==> config.mk <==
export PLATFORM = sky130hd
export DESIGN_NAME = pla_fabric
export DESIGN_NICKNAME = d
export VERILOG_FILES = /design/src/rtl/pla_pkg.sv /design/src/rtl/pla_cfg_decode.sv /design/src/rtl/pla_and_plane.sv /design/src/rtl/pla_or_plane.sv /design/src/rtl/pla_fabric.sv
export SDC_FILE = /design/constraint.sdc
export NUM_CORES = 1
export LEC_CHECK = 0
export ABC_CLOCK_PERIOD_IN_PS = 2100
export BUFFER_PORTS_ARGS = -buffer_cell sky130_fd_sc_hd__buf_2
export CELL_PAD_IN_SITES_DETAIL_PLACEMENT = 1
export CELL_PAD_IN_SITES_GLOBAL_PLACEMENT = 2
export CORE_ASPECT_RATIO = 0.6
export CORE_MARGIN = 4
export CORE_UTILIZATION = 40
export CTS_BUF_LIST = sky130_fd_sc_hd__clkbuf_8 sky130_fd_sc_hd__clkbuf_16
export DETAILED_ROUTE_END_ITERATION = 10
export GPL_TIMING_DRIVEN = 0
export PLACE_DENSITY_LB_ADDON = 0.1
export SKIP_LAST_GASP = 1
export SLEW_MARGIN = 20
export SYNTH_ARGS = -nofsm -noshare
export SYNTH_HDL_FRONTEND = slang
export SYNTH_SLANG_ARGS = --single-unit
==> constraint.sdc <==
create_clock -name clk -period 2.1 [get_ports clk]
set_input_delay 0.315 -clock clk [delete_from_list [all_inputs] [get_ports clk]]
set_output_delay 0.315 -clock clk [all_outputs]
set_load 0.02 [all_outputs]
==> src/rtl/pla_pkg.sv <==
package pla_pkg;

   // Per-input literal code of a product term
   typedef enum logic [1:0] {
      LIT_ANY  = 2'b00,
      LIT_LOW  = 2'b01,
      LIT_HIGH = 2'b10,
      LIT_OFF  = 2'b11
   } lit_e;

   // Whether one literal lets its term stay active for input value v
   function automatic logic lit_pass(input lit_e code, input logic v);
      logic ok;
      case (code)
         LIT_ANY:  ok = 1'b1;
         LIT_LOW:  ok = ~v;
         LIT_HIGH: ok = v;
         default:  ok = 1'b0;
      endcase
      return ok;
   endfunction

endpackage

==> src/rtl/pla_cfg_decode.sv <==
module pla_cfg_decode #(
   parameter int N_TERM = 5,
   parameter int N_OUT  = 4,
   parameter int AW     = 4
) (
   input  logic              we,
   input  logic [AW-1:0]     addr,
   output logic [N_TERM-1:0] term_sel,
   output logic [N_OUT-1:0]  mask_sel
);

   localparam int N_ROWS = N_TERM + N_OUT;

   if (N_ROWS > (1 << AW)) begin : g_aw_err
      $error("pla_cfg_decode: AW too narrow for N_TERM + N_OUT rows");
   end

   for (genvar t = 0; t < N_TERM; t++) begin : g_term_sel
      assign term_sel[t] = we && (addr == AW'(t));
   end

   for (genvar j = 0; j < N_OUT; j++) begin : g_mask_sel
      assign mask_sel[j] = we && (addr == AW'(N_TERM + j));
   end

endmodule

==> src/rtl/pla_and_plane.sv <==
module pla_and_plane
   import pla_pkg::*;
#(
   parameter int N_IN   = 3,
   parameter int N_TERM = 5
) (
   input  logic              clk,
   input  logic              rst,
   input  logic [N_TERM-1:0] term_sel,
   input  logic [2*N_IN-1:0] wdata,
   input  logic [N_IN-1:0]   in_vec,
   output logic [N_TERM-1:0] term_act
);

   logic [N_TERM-1:0][N_IN-1:0][1:0] row_q;
   logic [N_TERM-1:0][N_IN-1:0]      lit_ok;
   logic [N_TERM-1:0]                has_off;

   for (genvar t = 0; t < N_TERM; t++) begin : g_row
      always_ff @(posedge clk) begin
         if (rst) begin
            row_q[t] <= '1;
         end else if (term_sel[t]) begin
            row_q[t] <= wdata;
         end
      end

      for (genvar i = 0; i < N_IN; i++) begin : g_lit
         assign lit_ok[t][i] = lit_pass(lit_e'(row_q[t][i]), in_vec[i]);
      end

      assign term_act[t] = &lit_ok[t];

      always_comb begin
         has_off[t] = 1'b0;
         for (int i = 0; i < N_IN; i++) begin
            if (row_q[t][i] == 2'b11) has_off[t] = 1'b1;
         end
      end


      off_term_chk: assert property (@(posedge clk) disable iff (rst)
         has_off[t] |-> !term_act[t]);
   end


   row_hold_chk: assert property (@(posedge clk) disable iff (rst)
      (term_sel == '0) |=> $stable(row_q));

endmodule

==> src/rtl/pla_or_plane.sv <==
module pla_or_plane #(
   parameter int N_TERM = 5,
   parameter int N_OUT  = 4
) (
   input  logic              clk,
   input  logic              rst,
   input  logic [N_OUT-1:0]  mask_sel,
   input  logic [N_TERM-1:0] wdata,
   input  logic [N_TERM-1:0] term_act,
   output logic [N_OUT-1:0]  sum_out
);

   logic [N_OUT-1:0][N_TERM-1:0] mask_q;

   for (genvar j = 0; j < N_OUT; j++) begin : g_out
      always_ff @(posedge clk) begin
         if (rst) begin
            mask_q[j] <= '0;
         end else if (mask_sel[j]) begin
            mask_q[j] <= wdata;
         end
      end

      assign sum_out[j] = |(mask_q[j] & term_act);
   end


   idle_terms_chk: assert property (@(posedge clk) disable iff (rst)
      (term_act == '0) |-> (sum_out == '0));


   mask_hold_chk: assert property (@(posedge clk) disable iff (rst)
      (mask_sel == '0) |=> $stable(mask_q));


   reset_mask_chk: assert property (@(posedge clk) disable iff (rst)
      $fell(rst) |-> (mask_q == '0));

endmodule

==> src/rtl/pla_fabric.sv <==
module pla_fabric #(
   parameter int N_IN   = 3,
   parameter int N_TERM = 5,
   parameter int N_OUT  = 4,
   localparam int N_ROWS = N_TERM + N_OUT,
   localparam int AW     = (N_ROWS > 1) ? $clog2(N_ROWS) : 1,
   localparam int CW     = (2 * N_IN > N_TERM) ? 2 * N_IN : N_TERM
) (
   input  logic          clk,
   input  logic          rst,
   input  logic          cfg_we,
   input  logic [AW-1:0] cfg_addr,
   input  logic [CW-1:0] cfg_data,
   input  logic [N_IN-1:0]  pla_in,
   output logic [N_OUT-1:0] pla_out
);

   if (N_IN < 1 || N_TERM < 1 || N_OUT < 1) begin : g_size_err
      $error("pla_fabric: every dimension must be at least 1");
   end

   logic [N_TERM-1:0] term_sel;
   logic [N_OUT-1:0]  mask_sel;
   logic [N_TERM-1:0] term_act;

   pla_cfg_decode #(
      .N_TERM (N_TERM),
      .N_OUT  (N_OUT),
      .AW     (AW)
   ) u_dec (
      .we       (cfg_we),
      .addr     (cfg_addr),
      .term_sel (term_sel),
      .mask_sel (mask_sel)
   );

   pla_and_plane #(
      .N_IN   (N_IN),
      .N_TERM (N_TERM)
   ) u_and (
      .clk      (clk),
      .rst      (rst),
      .term_sel (term_sel),
      .wdata    (cfg_data[2*N_IN-1:0]),
      .in_vec   (pla_in),
      .term_act (term_act)
   );

   pla_or_plane #(
      .N_TERM (N_TERM),
      .N_OUT  (N_OUT)
   ) u_or (
      .clk      (clk),
      .rst      (rst),
      .mask_sel (mask_sel),
      .wdata    (cfg_data[N_TERM-1:0]),
      .term_act (term_act),
      .sum_out  (pla_out)
   );


   sel_onehot_chk: assert property (@(posedge clk) disable iff (rst)
      $onehot0({mask_sel, term_sel}));


   oob_quiet_chk: assert property (@(posedge clk) disable iff (rst)
      (cfg_we && (int'(cfg_addr) >= N_ROWS)) |-> ({mask_sel, term_sel} == '0));

endmodule

==> flow_summary.ini <==
[power]
pwr_density_cell_mw_per_mm2 = 717
p_int_mw = 1.35
pwr-share-seq = 0.556
vdd_ir_drop_max_mv = 0.261
p_switching_mw = 0.407
p_total_mw = 1.75
power_frac_clock = 0.367
switching_share = 0.232
power_frac_comb = 0.077
leakage_nw = 1.03

[cells_and_area]
utilization = 0.472
fin_cells = 309
final_common_cell = dfxtp_1
register_area_mm2 = 0.00100
final.fill_count = 590
antenna_cells = 0
multiInputGateArea_mm2 = 0.00109
layout_common_cells = dfxtp_1 (50), nor2_1 (43), mux2i_1 (35)
drive_gt1_frac = 0.160
syn_to_final_growth_pct = 11.9
layout.nets = 258

[sta]
tns_ps = 0
slew_headroom = 0.581
setup_violations = 0
worst_slew_pin_slew_ps = 628
holdWs_ps = 229
slew_violations = 0
rsz0062_at_grt = false
fmax_mhz = 499
finalCritPeriodShare = 0.955
skew_ps = 0
layout_min_cycle_time_ps = 2000
hold_viol = 0

[setup_path]
start_kind = primary input
path_class = primary input to output pin
crit_chain = clkbuf_1, mux2i_1, and3_1, a22oi_1, nand3_1, buf_2
cpPeakStageDelay_ps = 340
worstSetupEndpointType = output pin
worstPathMaxFanout = 5
cp.arrival_ps = 1690
slowest_stage = clkbuf_1
cp.required_ps = 1780

[status]
status = complete, no violations

[cts]
cts_sinks = 50
path_clk_slew_ps = 90
cts_tree = yes
cts_buffer_depth = 2
post-cts-setup-buffers = 0
numCtsBuffers = 5
htreeDepth = 2
cts-root-buf = clkbuf_8
insertion_delay_ps = 300

[global_routing]
grt_pass1_vias = 1760
antenna_found_initial = 0
grt_pass1_wl_um = 9580
grt_max_degree = 15
grt_usage = 0.192
grt_remaining_overflow = 0

[floorplan]
dieArea_mm2 = 0.00675
core_mm2 = 0.00518
row_count = 20
dieWidth_um = 103
start_util = 0.422
dieHeight_um = 65.2
io_pins = 20

[logic_synthesis]
synth_area_leaders = dfxtp_1 (46%), mux2i_1 (16%), a211o_1 (11%), nor2_1 (7.4%), a22oi_1 (2.7%)
synth_compound_area_frac = 0.140
synth_top_family_by_area = simple AND/OR/NAND/NOR gates
synth-seq-area-share = 0.458
synth_xor_xnor_area_share = 0
avgSynthCellArea_um2 = 9.84
yosysWarnings = 0
synthAdderAreaFrac = 0
synth_cell_types = 24
synth-simple-area-share = 0.199
synth_top_cell_area_share = 0.458
synth_top_area_cell = dfxtp_1
synth_seq_cells = 50
synthCells = 222
synthMuxAreaShare = 0.160
netlist_area_mm2 = 0.00218
syn_nets = 238

[route]
drt_wl_total_um = 5870
drc_errors = 0
routedWlPerCell_um = 19.0
via_per_inst = 5.53
drt-initial-drc-count = 100
drt_pre_antenna_iters = 4
vias = 1709
ant_nets = 0

[job]
cap_viol_max_count = 0

[placement]
port_buffers = 13
gp_congestion = 0.793
dp.cells = 301
dp_hpwl_um = 4460

[min_path]
hp-class = primary input to flip-flop
area by class of cell:
type / count / area share
clock buffer: 8 / 0.0450
inverter: 6 / 0.00921
tap: 66 / 0.0338
multi-input combinational: 151 / 0.446
buffer: 15 / 0.0297
timing repair buffer: 13 / 0.0266
sequential: 50 / 0.409
cells in the mapped netlist, drive strengths merged:
cell type,count
clkbuf,7
inv,6
a22oi,8
and3,5
nand3,7
nand3b,5
nor3b,3
nor2b,6
nor3,1
mux2i,35
nor2,44
nand2,8
dfxtp,50
a211o,28
buf,8
nand4b,1
sequential cells by signal, indices dropped and copies added (netlist names):
signal	count
u_and.row_q	30
u_or.mask_q	20
metal layers:
| metal | global-route usage | share of wire |
|---|---|---|
| met5 | 0 | 0 |
| met2 | 0.277 | 0.40 |
| met3 | 0.0456 | 0.058 |
| met1 | 0.285 | 0.53 |
| met4 | 0.0485 | 0.010 |
power by group through the flow:
| stage | Sequential (mW) | Combinational (mW) | Clock [mW] |
|---|---|---|---|
| 2_1_floorplan | 0.994 | 0.0830 | 0 |
| 3_3_place_gp | 0.995 | 0.129 | 0 |
| 3_5_place_dp | 0.996 | 0.134 | 0 |
| 4_1_cts | 0.974 | 0.134 | 0.655 |
| 5_1_grt | 0.977 | 0.147 | 0.689 |
| 6_report | 0.974 | 0.135 | 0.644 |
logic make-up (layout without fill, tap and decap cells):
family	Yosys count	after routing
and+or+nand+nor	80	80
DFF	50	50
AOI/OAI and AO/OA	36	36
muxes	35	35
buffers and inverters	21	42
path summary, 6_finish.rpt:
check	from	to	slack, ps	depth (start not counted)
max	pla_in[1]	pla_out[1]	100	6
min	cfg_data[5]	u_and.row_q[29]$_SDFFE_PP1P_	230	2
max reg2reg	u_and.row_q[27]$_SDFFE_PP1P_	u_and.row_q[27]$_SDFFE_PP1P_	1280	2
min reg2reg	u_and.row_q[3]$_SDFFE_PP1P_	u_and.row_q[3]$_SDFFE_PP1P_	470	1
metrics by stage:
step / instance area (um^2) / setup WS, ps
finish: 2440 / 95.2
global route: 2440 / 1.06
CTS: 2440 / 68.0
detailed placement: 2330 / 76.4
global placement: 2330 / 106
floorplan: 2180 / 525
critical path: cells and delay by family:
family | cells | cell delay, ps
and+or+nand+nor | 2 | 450
buffers and inverters | 2 | 510
muxes | 1 | 250
AOI/OAI and AO/OA | 1 | 160
repair_timing:
action                                  in CTS  in global routing
resized for setup                            0                  3
endpoints found under the setup margin       0                  1
hold buffers                                 0                  0
Power figures use the tool's default switching activity.
